## config.mk

```make
export PLATFORM = sky130hd
export DESIGN_NAME = eag_core
export DESIGN_NICKNAME = d
export VERILOG_FILES = /design/src/rtl/eag_pkg.sv /design/src/rtl/eag_policy.sv /design/src/rtl/eag_addr.sv /design/src/rtl/eag_core.sv
export SDC_FILE = /design/constraint.sdc
export NUM_CORES = 1
export LEC_CHECK = 0
export BUFFER_PORTS_ARGS = -buffer_cell sky130_fd_sc_hd__buf_2
export CAP_MARGIN = 30
export CORE_MARGIN = 10
export CORE_UTILIZATION = 45
export DETAILED_ROUTE_END_ITERATION = 10
export MAX_ROUTING_LAYER = met4
export PLACE_DENSITY_LB_ADDON = 0.05
export SLEW_MARGIN = 25
export SYNTH_ARGS = -nofsm -noshare
export SYNTH_HDL_FRONTEND = slang
export SYNTH_SLANG_ARGS = --single-unit
```

## constraint.sdc

```tcl
create_clock -name clk -period 8.6 [get_ports clk]
set_input_delay 2.58 -clock clk [delete_from_list [all_inputs] [get_ports clk]]
set_output_delay 2.58 -clock clk [all_outputs]
set_load 0.01 [all_outputs]
```

## src/rtl/eag_pkg.sv

```systemverilog
package eag_pkg;

    typedef enum logic [2:0] {
        CLS_GEN  = 3'd0,
        CLS_PUSH = 3'd1,
        CLS_MODT = 3'd2,
        CLS_DIO  = 3'd3,
        CLS_STK  = 3'd4
    } cls_e;

    typedef enum logic [1:0] {
        CTX_NORM = 2'd0,
        CTX_TRAP = 2'd1,
        CTX_INTR = 2'd2,
        CTX_RSVD = 2'd3
    } ctx_e;

    // Per-request address policy
    typedef struct packed {
        logic idx_ok;   // index value may be added
        logic map;      // final address goes through the map
        logic real_a;   // final address is a real memory address
        logic clr_fld;  // force the ignored field to zero
        logic trunc;    // keep only the device-address width
        logic zero;     // fixed address zero
    } policy_t;

    typedef enum logic {
        ST_IDLE = 1'b0,
        ST_WAIT = 1'b1
    } state_e;

endpackage

```

## src/rtl/eag_policy.sv

```systemverilog
module eag_policy
    import eag_pkg::*;
(
    input  cls_e    cls,
    input  ctx_e    ctx,
    input  logic    map_bit,
    input  logic    cnt4,
    output policy_t pol,
    output logic    ind_map
);

    logic seq_ctx;
    logic seq_fmt;

    always_comb begin
        seq_ctx = (ctx == CTX_TRAP) || (ctx == CTX_INTR);
        seq_fmt = seq_ctx && ((cls == CLS_PUSH) || (cls == CLS_MODT));

        pol.idx_ok  = 1'b1;
        pol.map     = map_bit;
        pol.real_a  = !map_bit;
        pol.clr_fld = 1'b0;
        pol.trunc   = 1'b0;
        pol.zero    = 1'b0;
        ind_map     = map_bit;

        if (cls == CLS_DIO) begin
            // device address: never mapped, not a memory address
            pol.map    = 1'b0;
            pol.real_a = 1'b0;
            pol.trunc  = 1'b1;
        end else if (cls == CLS_STK) begin
            pol.idx_ok = 1'b0;
            pol.map    = 1'b0;
            pol.real_a = 1'b1;
            pol.zero   = 1'b1;
            ind_map    = 1'b0;
        end else if (seq_fmt) begin
            pol.idx_ok = 1'b0;
            if (ctx == CTX_INTR) begin
                pol.map = (cls == CLS_MODT) && cnt4 && map_bit;
            end else begin
                pol.map     = map_bit;
                pol.clr_fld = (cls == CLS_MODT) && map_bit;
            end
            pol.real_a = !pol.map;
            ind_map    = pol.map;
        end
    end

endmodule

```

## src/rtl/eag_addr.sv

```systemverilog
module eag_addr
    import eag_pkg::*;
#(
    parameter int AW     = 20,
    parameter int IOW    = 16,
    parameter int CLR_LO = 12,
    parameter int CLR_HI = 14
) (
    input  logic [AW-1:0] base,
    input  logic [AW-1:0] xval,
    input  logic          idx_en,
    input  policy_t       pol,
    output logic [AW-1:0] addr
);

    localparam int PADW = AW - IOW;

    logic [AW-1:0] keep_mask;
    logic [AW-1:0] sum;

    // Mask that clears the ignored field when mapping a trapped reference
    for (genvar g = 0; g < AW; g++) begin : g_mask
        assign keep_mask[g] = !((g >= CLR_LO) && (g <= CLR_HI));
    end

    always_comb begin
        sum = base + ((pol.idx_ok && idx_en) ? xval : '0);
        if (pol.zero) begin
            addr = '0;
        end else if (pol.trunc) begin
            addr = {{PADW{1'b0}}, sum[IOW-1:0]};
        end else if (pol.clr_fld) begin
            addr = sum & keep_mask;
        end else begin
            addr = sum;
        end
    end

endmodule

```

## src/rtl/eag_core.sv

```systemverilog
module eag_core
    import eag_pkg::*;
#(
    parameter int AW     = 20,
    parameter int IOW    = 16,
    parameter int CLR_LO = 12,
    parameter int CLR_HI = 14
) (
    input  logic          clk,
    input  logic          rst_n,
    input  logic          start_i,
    input  logic [2:0]    cls_i,
    input  logic [1:0]    ctx_i,
    input  logic [AW-1:0] ref_i,
    input  logic          idx_en_i,
    input  logic          ind_en_i,
    input  logic [AW-1:0] xval_i,
    input  logic          map_bit_i,
    input  logic          cnt4_i,
    output logic          ind_req_o,
    output logic [AW-1:0] ind_addr_o,
    output logic          ind_map_o,
    input  logic          ind_valid_i,
    input  logic [AW-1:0] ind_word_i,
    output logic          done_o,
    output logic [AW-1:0] addr_o,
    output logic          use_map_o,
    output logic          real_o
);

    typedef struct packed {
        state_e        state;
        cls_e          cls;
        ctx_e          ctx;
        logic          idx_en;
        logic [AW-1:0] xval;
        logic          map_bit;
        logic          cnt4;
        logic          ind_req;
        logic [AW-1:0] ind_addr;
        logic          ind_map;
        logic          done;
        logic [AW-1:0] addr;
        logic          use_map;
        logic          real_a;
    } regs_t;

    regs_t r_d, r_q;

    // Selected request fields: live inputs while idle, latched while waiting
    cls_e          sel_cls;
    ctx_e          sel_ctx;
    logic          sel_map_bit;
    logic          sel_cnt4;
    logic          sel_idx_en;
    logic [AW-1:0] sel_xval;
    logic [AW-1:0] sel_base;
    policy_t       pol;
    logic          pol_ind_map;
    logic [AW-1:0] calc_addr;
    logic          want_ind;

    always_comb begin
        if (r_q.state == ST_WAIT) begin
            sel_cls     = r_q.cls;
            sel_ctx     = r_q.ctx;
            sel_map_bit = r_q.map_bit;
            sel_cnt4    = r_q.cnt4;
            sel_idx_en  = r_q.idx_en;
            sel_xval    = r_q.xval;
            sel_base    = ind_word_i;
        end else begin
            sel_cls     = cls_e'(cls_i);
            sel_ctx     = ctx_e'(ctx_i);
            sel_map_bit = map_bit_i;
            sel_cnt4    = cnt4_i;
            sel_idx_en  = idx_en_i;
            sel_xval    = xval_i;
            sel_base    = ref_i;
        end
    end

    eag_policy i_policy (
        .cls     (sel_cls),
        .ctx     (sel_ctx),
        .map_bit (sel_map_bit),
        .cnt4    (sel_cnt4),
        .pol     (pol),
        .ind_map (pol_ind_map)
    );

    eag_addr #(
        .AW     (AW),
        .IOW    (IOW),
        .CLR_LO (CLR_LO),
        .CLR_HI (CLR_HI)
    ) i_addr (
        .base   (sel_base),
        .xval   (sel_xval),
        .idx_en (sel_idx_en),
        .pol    (pol),
        .addr   (calc_addr)
    );

    always_comb begin
        r_d      = r_q;
        r_d.done = 1'b0;
        want_ind = ind_en_i && (cls_e'(cls_i) != CLS_STK);

        case (r_q.state)
            ST_IDLE: begin
                if (start_i) begin
                    r_d.cls     = sel_cls;
                    r_d.ctx     = sel_ctx;
                    r_d.idx_en  = idx_en_i;
                    r_d.xval    = xval_i;
                    r_d.map_bit = map_bit_i;
                    r_d.cnt4    = cnt4_i;
                    if (want_ind) begin
                        r_d.state    = ST_WAIT;
                        r_d.ind_req  = 1'b1;
                        r_d.ind_addr = ref_i;
                        r_d.ind_map  = pol_ind_map;
                    end else begin
                        r_d.done    = 1'b1;
                        r_d.addr    = calc_addr;
                        r_d.use_map = pol.map;
                        r_d.real_a  = pol.real_a;
                    end
                end
            end
            ST_WAIT: begin
                if (ind_valid_i) begin
                    r_d.state   = ST_IDLE;
                    r_d.ind_req = 1'b0;
                    r_d.done    = 1'b1;
                    r_d.addr    = calc_addr;
                    r_d.use_map = pol.map;
                    r_d.real_a  = pol.real_a;
                end
            end
            default: r_d.state = ST_IDLE;
        endcase
    end

    always_ff @(posedge clk) begin
        if (!rst_n) begin
            r_q <= '0;
        end else begin
            r_q <= r_d;
        end
    end

    assign ind_req_o  = r_q.ind_req;
    assign ind_addr_o = r_q.ind_addr;
    assign ind_map_o  = r_q.ind_map;
    assign done_o     = r_q.done;
    assign addr_o     = r_q.addr;
    assign use_map_o  = r_q.use_map;
    assign real_o     = r_q.real_a;

endmodule

```

Word-level counts from Yosys, hierarchy flattened
Cells that the tools add are included.

cells by class
  bitwise operators = 1
  $add $sub $neg = 1
  multiplexer cells = 40
  reduce and logical (&&, ||, !) cells = 14
  equal/unequal tests = 11

operator list
  operator                                             number
  2-to-1 mux 20 bit                                    5
  2-to-1 mux 74 bit                                    1
  2-to-1 mux 23 bit                                    2
  case mux 23 bit (2 select lines)                     1
  2-to-1 mux 22 bit                                    1
  adder 20 bit                                         1
  2-to-1 mux 1 bit                                     20
  2-to-1 mux 15 bit                                    1
  2-to-1 mux 4 bit                                     3
  AND reduction 3 bit                                  3
  inequality test 2 bit, second input constant         4
  equality test 3 x 2 -> 1 bit, second input constant  2
  logical AND 1 bit                                    6
  2-to-1 mux 3 bit                                     2
  2-to-1 mux 2 bit                                     2
  case mux 1 bit (2 select lines)                      2
  equality test 3 x 1 -> 1 bit, second input constant  1
  equality test 3 bit, second input constant           1
  inequality test 3 bit, second input constant         1
  equality test 2 x 1 -> 1 bit, second input constant  1
  equality test 2 bit, second input constant           1
  logical NOT 1 bit                                    2
  logical OR 1 bit                                     2
  AND reduction 2 bit                                  1
  inverter 1 bit                                       1

word-level totals
  register bits = 74
  output and inout port bits = 45
  bits of input ports = 73

Longest topological paths before layout
  depth in word-level cells = 23
  gate-level depth with buffers = 20
  mapped depth without buffers = 15

Hierarchy
Synthesis repeated with hierarchy kept, for this count alone.

unflattened totals
  cells, all modules = 639
  area total of the unflattened synthesis = 5255.0 µm²

modules (own cells, without submodules)
  module      area each (µm²)  sequential area each (µm²)  times used  cells each
  eag_core    3768.6           1481.4                      1           422
  eag_addr    1372.6           0.0                         1           199
  eag_policy  113.9            0.0                         1           18

Worst setup path after synthesis
No wires, ideal clock.

  path kind = input-to-reg
  start = input ctx_i[1]
  end = register r_q, in the netlist addr_o[19]
  stages = 17
  buffers on the path = 3
  data required time = 8.478 ns
  arrival = 5.557 ns
  setup slack = 2.920 ns
  cells stage by stage = mux2_2 -> ha_1 -> nor3_1 -> a32o_1 -> nand3b_4 -> buf_2 -> buf_2 -> nor2_1 -> ha_1 -> clkbuf_1 -> a21oi_1 -> o211ai_1 -> o211ai_1 -> a21boi_0 -> o21ai_0 -> xnor2_1 -> o21ai_2

between the ends
  longest elaborated chain between the ends = 17
  elaborated cells on any way between the ends = 19
  classes of those cells = 1 x add/sub; 2 x eq/ne; 13 x mux; 3 x reduce/logical

RTL lines
  element                                                                     RTL line          source
  start, declared                                                             eag_core.sv:13    input logic [1:0] ctx_i,
  2-to-1 mux 2 bit *                                                          eag_core.sv:64    if (r_q.state == ST_WAIT) begin
  equality test 2 x 1 -> 1 bit / equality test 2 bit (equally long branches)  eag_policy.sv:16  seq_ctx = (ctx == CTX_TRAP) || (ctx == CTX_INTR);
  logical OR 1 bit *                                                          eag_policy.sv:16
  logical AND 1 bit *                                                         eag_policy.sv:17  seq_fmt = seq_ctx && ((cls == CLS_PUSH) || (cls == CLS_MODT));
  2-to-1 mux 4 bit *                                                          eag_policy.sv:38  end else if (seq_fmt) begin
  2-to-1 mux 4 bit *                                                          eag_policy.sv:32  end else if (cls == CLS_STK) begin
  2-to-1 mux 4 bit *                                                          eag_policy.sv:27  if (cls == CLS_DIO) begin
  2-to-1 mux 3 bit *                                                          eag_policy.sv:32
  2-to-1 mux 1 bit *                                                          eag_policy.sv:27
  logical AND 1 bit *                                                         eag_addr.sv:27    sum = base + ((pol.idx_ok && idx_en) ? xval : '0);
  2-to-1 mux 20 bit *                                                         eag_addr.sv:27
  adder 20 bit *                                                              eag_addr.sv:27
  2-to-1 mux 20 bit *                                                         eag_addr.sv:30    end else if (pol.trunc) begin
  2-to-1 mux 20 bit *                                                         eag_addr.sv:28    if (pol.zero) begin
  2-to-1 mux 23 bit                                                           eag_core.sv:119   if (want_ind) begin
  2-to-1 mux 74 bit                                                           eag_core.sv:112   if (start_i) begin
  case mux 23 bit (2 select lines) *                                          eag_core.sv:110   case (r_q.state)
  end signal, assigned                                                        eag_core.sv:150   r_q <= r_d;
  end, declared                                                               eag_core.sv:48    regs_t r_d, r_q;

Every way passes the cells marked *; elsewhere a longest branch is shown, timed or not. The select of a mux whose other input is x is not followed.
A chain may end at the register's enable or synchronous reset.

Final worst setup path
  start = input ctx_i[1]
  end = register r_q, in the netlist addr_o[18]

between the ends
  longest elaborated chain between the ends = 17
  elaborated cells on any way between the ends = 19
  classes of those cells = 1 x add/sub; 2 x eq/ne; 13 x mux; 3 x reduce/logical

RTL lines
  element                                                                     RTL line          source
  2-to-1 mux 2 bit *                                                          eag_core.sv:64
  via i_policy.ctx[1]                                                         eag_policy.sv:5   input ctx_e ctx,
  equality test 2 x 1 -> 1 bit / equality test 2 bit (equally long branches)  eag_policy.sv:16
  logical OR 1 bit *                                                          eag_policy.sv:16
  logical AND 1 bit *                                                         eag_policy.sv:17
  2-to-1 mux 4 bit *                                                          eag_policy.sv:38
  2-to-1 mux 4 bit *                                                          eag_policy.sv:32
  2-to-1 mux 4 bit *                                                          eag_policy.sv:27
  [... 2 more ...]                                                            --
  logical AND 1 bit *                                                         eag_addr.sv:27
  2-to-1 mux 20 bit *                                                         eag_addr.sv:27
  adder 20 bit *                                                              eag_addr.sv:27
  2-to-1 mux 20 bit *                                                         eag_addr.sv:30
  2-to-1 mux 20 bit *                                                         eag_addr.sv:28
  2-to-1 mux 23 bit                                                           eag_core.sv:119
  2-to-1 mux 74 bit                                                           eag_core.sv:112
  case mux 23 bit (2 select lines) *                                          eag_core.sv:110

Mark *: on every way through the listed nets, which the timed path passes. The rest lies on a longest branch. The select of a mux whose other input is x is not followed.

==> out/summary.log <==
INFO  yosys          yosysWarnings=0
INFO  yosys          synth_area_per_cell=8.15um2
INFO  critical_path  critical_path.endpoint_type=flop
INFO  timing         fin_ws=2760ps
INFO  pwr            seq_power_share=40.7%
INFO  drt            drt-total-wl=13300um
INFO  pwr            internal_power=0.646mW
INFO  clock_network  cts_setup_buffers=0
INFO  critical_path  worst-r2r-cell-count=15
INFO  pwr            net-switching-power=0.284mW
INFO  global_routing grt_first_pass_wirelength=20900um
INFO  yosys          post_synth_main_area_contributors=sky130_fd_sc_hd__dfxtp_1, sky130_fd_sc_hd__nand2_1, sky130_fd_sc_hd__a21boi_0
INFO  timing         layout_worst_path_cycle_share=68.0%
INFO  critical_path  cp.arrival=6100ps
INFO  yosys          synth_top_cell_area_share=31.6%
INFO  yosys          yosysMostFrequentCell=sky130_fd_sc_hd__nand2_1
INFO  place          detailedPlace.worstSlack=2380ps
INFO  die            fp.dieW=122um
INFO  critical_path  worstSetupPathType=in2reg
INFO  clock_network  ctsRootBufferMaster=sky130_fd_sc_hd__clkbuf_8
INFO  place          placement.io_buffers=117
INFO  drt            routed-wl-met3=844um
INFO  die            start_util=45.9%
INFO  timing         finalHoldViolCount=0
INFO  place          gp_routability_congestion=0.856
INFO  place          dp_hpwl=10100um
INFO  global_routing first_global_vias=3972
INFO  pwr            vdd_ir_drop_max=0.0786mV
INFO  finish         final_nets=730
INFO  finish         area_delta_synth_final=12.7%
INFO  critical_path  worst-path-max-fanout=21
INFO  drt            drtIter0Drc=222
INFO  pwr            leakagePower=2.32nW
INFO  drt            ratio_of_routed_vias_to_standard_cells=5.31
INFO  global_routing grt_use_total=18.3%
INFO  pwr            clock_power_share=33.8%
INFO  run            maxCapViolations=0
INFO  clock_network  worstSkewPairLatency=360ps
INFO  drt            total_vias_in_the_final_route=4123
INFO  die            core=10200um2
INFO  pwr            fraction_of_power_spent_switching_nets=30.5%
INFO  timing         period_minus_slack=5840ps
INFO  clock_network  cts.clk_slew.worst_paths=80ps
INFO  critical_path  required_time_at_the_worst_slack_endpoint=8860ps
INFO  global_routing largest_net_degree_at_the_start_of_global_routing=66
INFO  die            placement_rows=37
INFO  timing         grt_setup_unrepaired=no
INFO  yosys          syn_inst=576
INFO  drt            wl_met1=6310um
INFO  finish         antenna_cells_inserted=0
INFO  place          placed_cells=761
INFO  finish         drive_gt1_share=26.2%
INFO  place          postPlaceCellArea=5060um2
INFO  timing         fmax=171MHz
INFO  timing         slew_viol_final=0
INFO  yosys          yosysTopAreaCell=sky130_fd_sc_hd__dfxtp_1
INFO  clock_network  cts_hold_repair.buffers=0
INFO  timing         setup_viol=0
INFO  yosys          synth_async_sr_flop_share=0%
INFO  global_routing antenna_found_initial=0
INFO  critical_path  r2r_start=r_q[73]$_SDFF_PN0_
INFO  clock_network  htree_levels=3
INFO  yosys          mappedNetlistArea=4690um2
INFO  yosys          synth.yosys.seq_area_share=31.6%
INFO  finish         final_util=51.7%
INFO  yosys          synth_ff_type=sky130_fd_sc_hd__dfxtp_1
INFO  timing         timing.clock.skew=10.1ps
INFO  min_path       min-delay-start=addr_o[10]$_SDFFE_PN0P_
INFO  die            die_height=122um
INFO  clock_network  cts_tree=yes
INFO  clock_network  cts_buf_count=9
INFO  timing         finalSetupTns=0ps
INFO  finish         layoutNonFillerInstCount=777
INFO  critical_path  critPathLaunchType=input pin
INFO  drt            wire_per_inst=17.2um
INFO  yosys          synth.net_count=670
INFO  critical_path  worst-r2r-setup-slack=4360ps
INFO  yosys          synth.top_cells.by_count=sky130_fd_sc_hd__nand2_1, sky130_fd_sc_hd__dfxtp_1, sky130_fd_sc_hd__a21boi_0
INFO  yosys          netlist-cell-type-count=55
INFO  die            top_level_ports=118
INFO  timing         slew_headroom=48.3%
INFO  yosys          ys_seq_elements=74
INFO  drt            drtPass1Iterations=5
INFO  status         outcome=completed
INFO  finish         final_area=5290um2
INFO  critical_path  critPathCapture=addr_o[18]$_SDFFE_PN0P_
INFO  drt            drt_drc_violations_left=0
INFO  die            floorplan.die_area=14900um2
INFO  clock_network  clockBufferDepth=2
INFO  drt            route.met2.wl=5860um
INFO  min_path       min-delay-path-class=reg2reg
INFO  timing         timing_worst_slew_pin_value=767ps
INFO  drt            drtAntennaViolNets=0
INFO  critical_path  worstSetupStartpoint=ctx_i[1]
INFO  clock_network  numClockSinks=74
INFO  pwr            power.share.combinational=25.5%
INFO  clock_network  post_cts_resized=0
INFO  critical_path  r2r-end=addr_o[18]$_SDFFE_PN0P_
INFO  yosys          synth_edf_count=0
INFO  drt            routed.top_layer=met4
INFO  global_routing gr-total-overflow=0
INFO  pwr            power.density=176nW/um2
cell families (layout without fill, tap and decap cells):
logic type | Yosys count | after routing | share of synthesized area, %
buf+inv | 76 | 141 | 9.62
compound gates | 137 | 137 | 20.2
flops | 74 | 74 | 31.6
fa+ha+maj | 21 | 21 | 5.76
xor+xnor | 18 | 18 | 3.36
simple gates | 206 | 206 | 19.5
mux | 44 | 44 | 9.97
power by group through the flow:
stage | clock network [mW] | registers (mW) | logic [mW]
2_1_floorplan | 0 | 0.384 | 0.178
3_3_place_gp | 0 | 0.386 | 0.236
3_5_place_dp | 0 | 0.387 | 0.238
4_1_cts | 0.323 | 0.379 | 0.239
5_1_grt | 0.337 | 0.381 | 0.265
6_report | 0.314 | 0.379 | 0.237
worst max-delay path: stages:
cell and delay, ps:
sky130_fd_sc_hd__buf_2 100, sky130_fd_sc_hd__mux2_2 260, sky130_fd_sc_hd__ha_1 310, sky130_fd_sc_hd__nor3_1 200, sky130_fd_sc_hd__a32o_1 230, sky130_fd_sc_hd__nand3b_4 300
sky130_fd_sc_hd__nor2_1 90, sky130_fd_sc_hd__ha_1 240, sky130_fd_sc_hd__fa_1 410, sky130_fd_sc_hd__a21o_1 190, sky130_fd_sc_hd__nand4_1 90, sky130_fd_sc_hd__nand2_1 150
sky130_fd_sc_hd__a211oi_1 410, sky130_fd_sc_hd__o311a_1 270, sky130_fd_sc_hd__mux2i_1 200, sky130_fd_sc_hd__nand2_1 60
flip-flops by register name (all words and copies together) (netlist names):
signal,cells
r_q,29
addr_o,20
ind_addr_o,20
done_o,1
ind_map_o,1
ind_req_o,1
real_o,1
use_map_o,1
layout by cell type, fill, tap and decap left out, types with 4 or more instances in the layout:
master and n:
sky130_fd_sc_hd__buf_4 5, sky130_fd_sc_hd__nand2b_1 4, sky130_fd_sc_hd__o211ai_1 4, sky130_fd_sc_hd__nor3_1 6, sky130_fd_sc_hd__and2_1 4, sky130_fd_sc_hd__o21ai_0 26, sky130_fd_sc_hd__a21oi_1 18, sky130_fd_sc_hd__a21o_1 8
sky130_fd_sc_hd__mux2i_1 22, sky130_fd_sc_hd__a21boi_0 53, sky130_fd_sc_hd__buf_2 117, sky130_fd_sc_hd__dfxtp_1 73, sky130_fd_sc_hd__xnor2_1 7, sky130_fd_sc_hd__nor2b_1 9, sky130_fd_sc_hd__nand3_1 6, sky130_fd_sc_hd__nor2_1 28
sky130_fd_sc_hd__mux2_2 22, sky130_fd_sc_hd__a22oi_1 4, sky130_fd_sc_hd__ha_1 20, sky130_fd_sc_hd__xor2_1 11, sky130_fd_sc_hd__nand2_1 128, sky130_fd_sc_hd__clkbuf_8 11
cell type report:
cell class	instances	area, um2
fill	997	4940
multi-input combinational	426	2780
sequential	74	1480
timing repair buffer	122	623
tap	136	170
clock buffer	12	155
clock inverter	4	73.8
inverter	3	11.3
metrics by stage:
step / hold WS [ps] / power (mW)
floorplan: 426 / 0.562
global placement: 435 / 0.622
detailed placement: 436 / 0.625
CTS: 454 / 0.940
global route: 474 / 0.983
finish: 446 / 0.929
how the worst min path moves through the flow:
stage	slack (ps)	cells past startpoint	end
after global placement	440	2	addr_o[12]$_SDFFE_PN0P_
after floorplan	430	2	addr_o[10]$_SDFFE_PN0P_
after CTS	450	2	addr_o[10]$_SDFFE_PN0P_
after detailed placement	440	2	addr_o[10]$_SDFFE_PN0P_
final	450	2	addr_o[10]$_SDFFE_PN0P_
after global routing	470	2	addr_o[10]$_SDFFE_PN0P_
per-layer routing:
metal	global-route usage, %	up-vias
met5	-	-
met4	7.29	0
met3	3.84	18
met2	27.2	119
met1	23.8	1910
li1	-	2076
(Power assumes the default switching activity.)
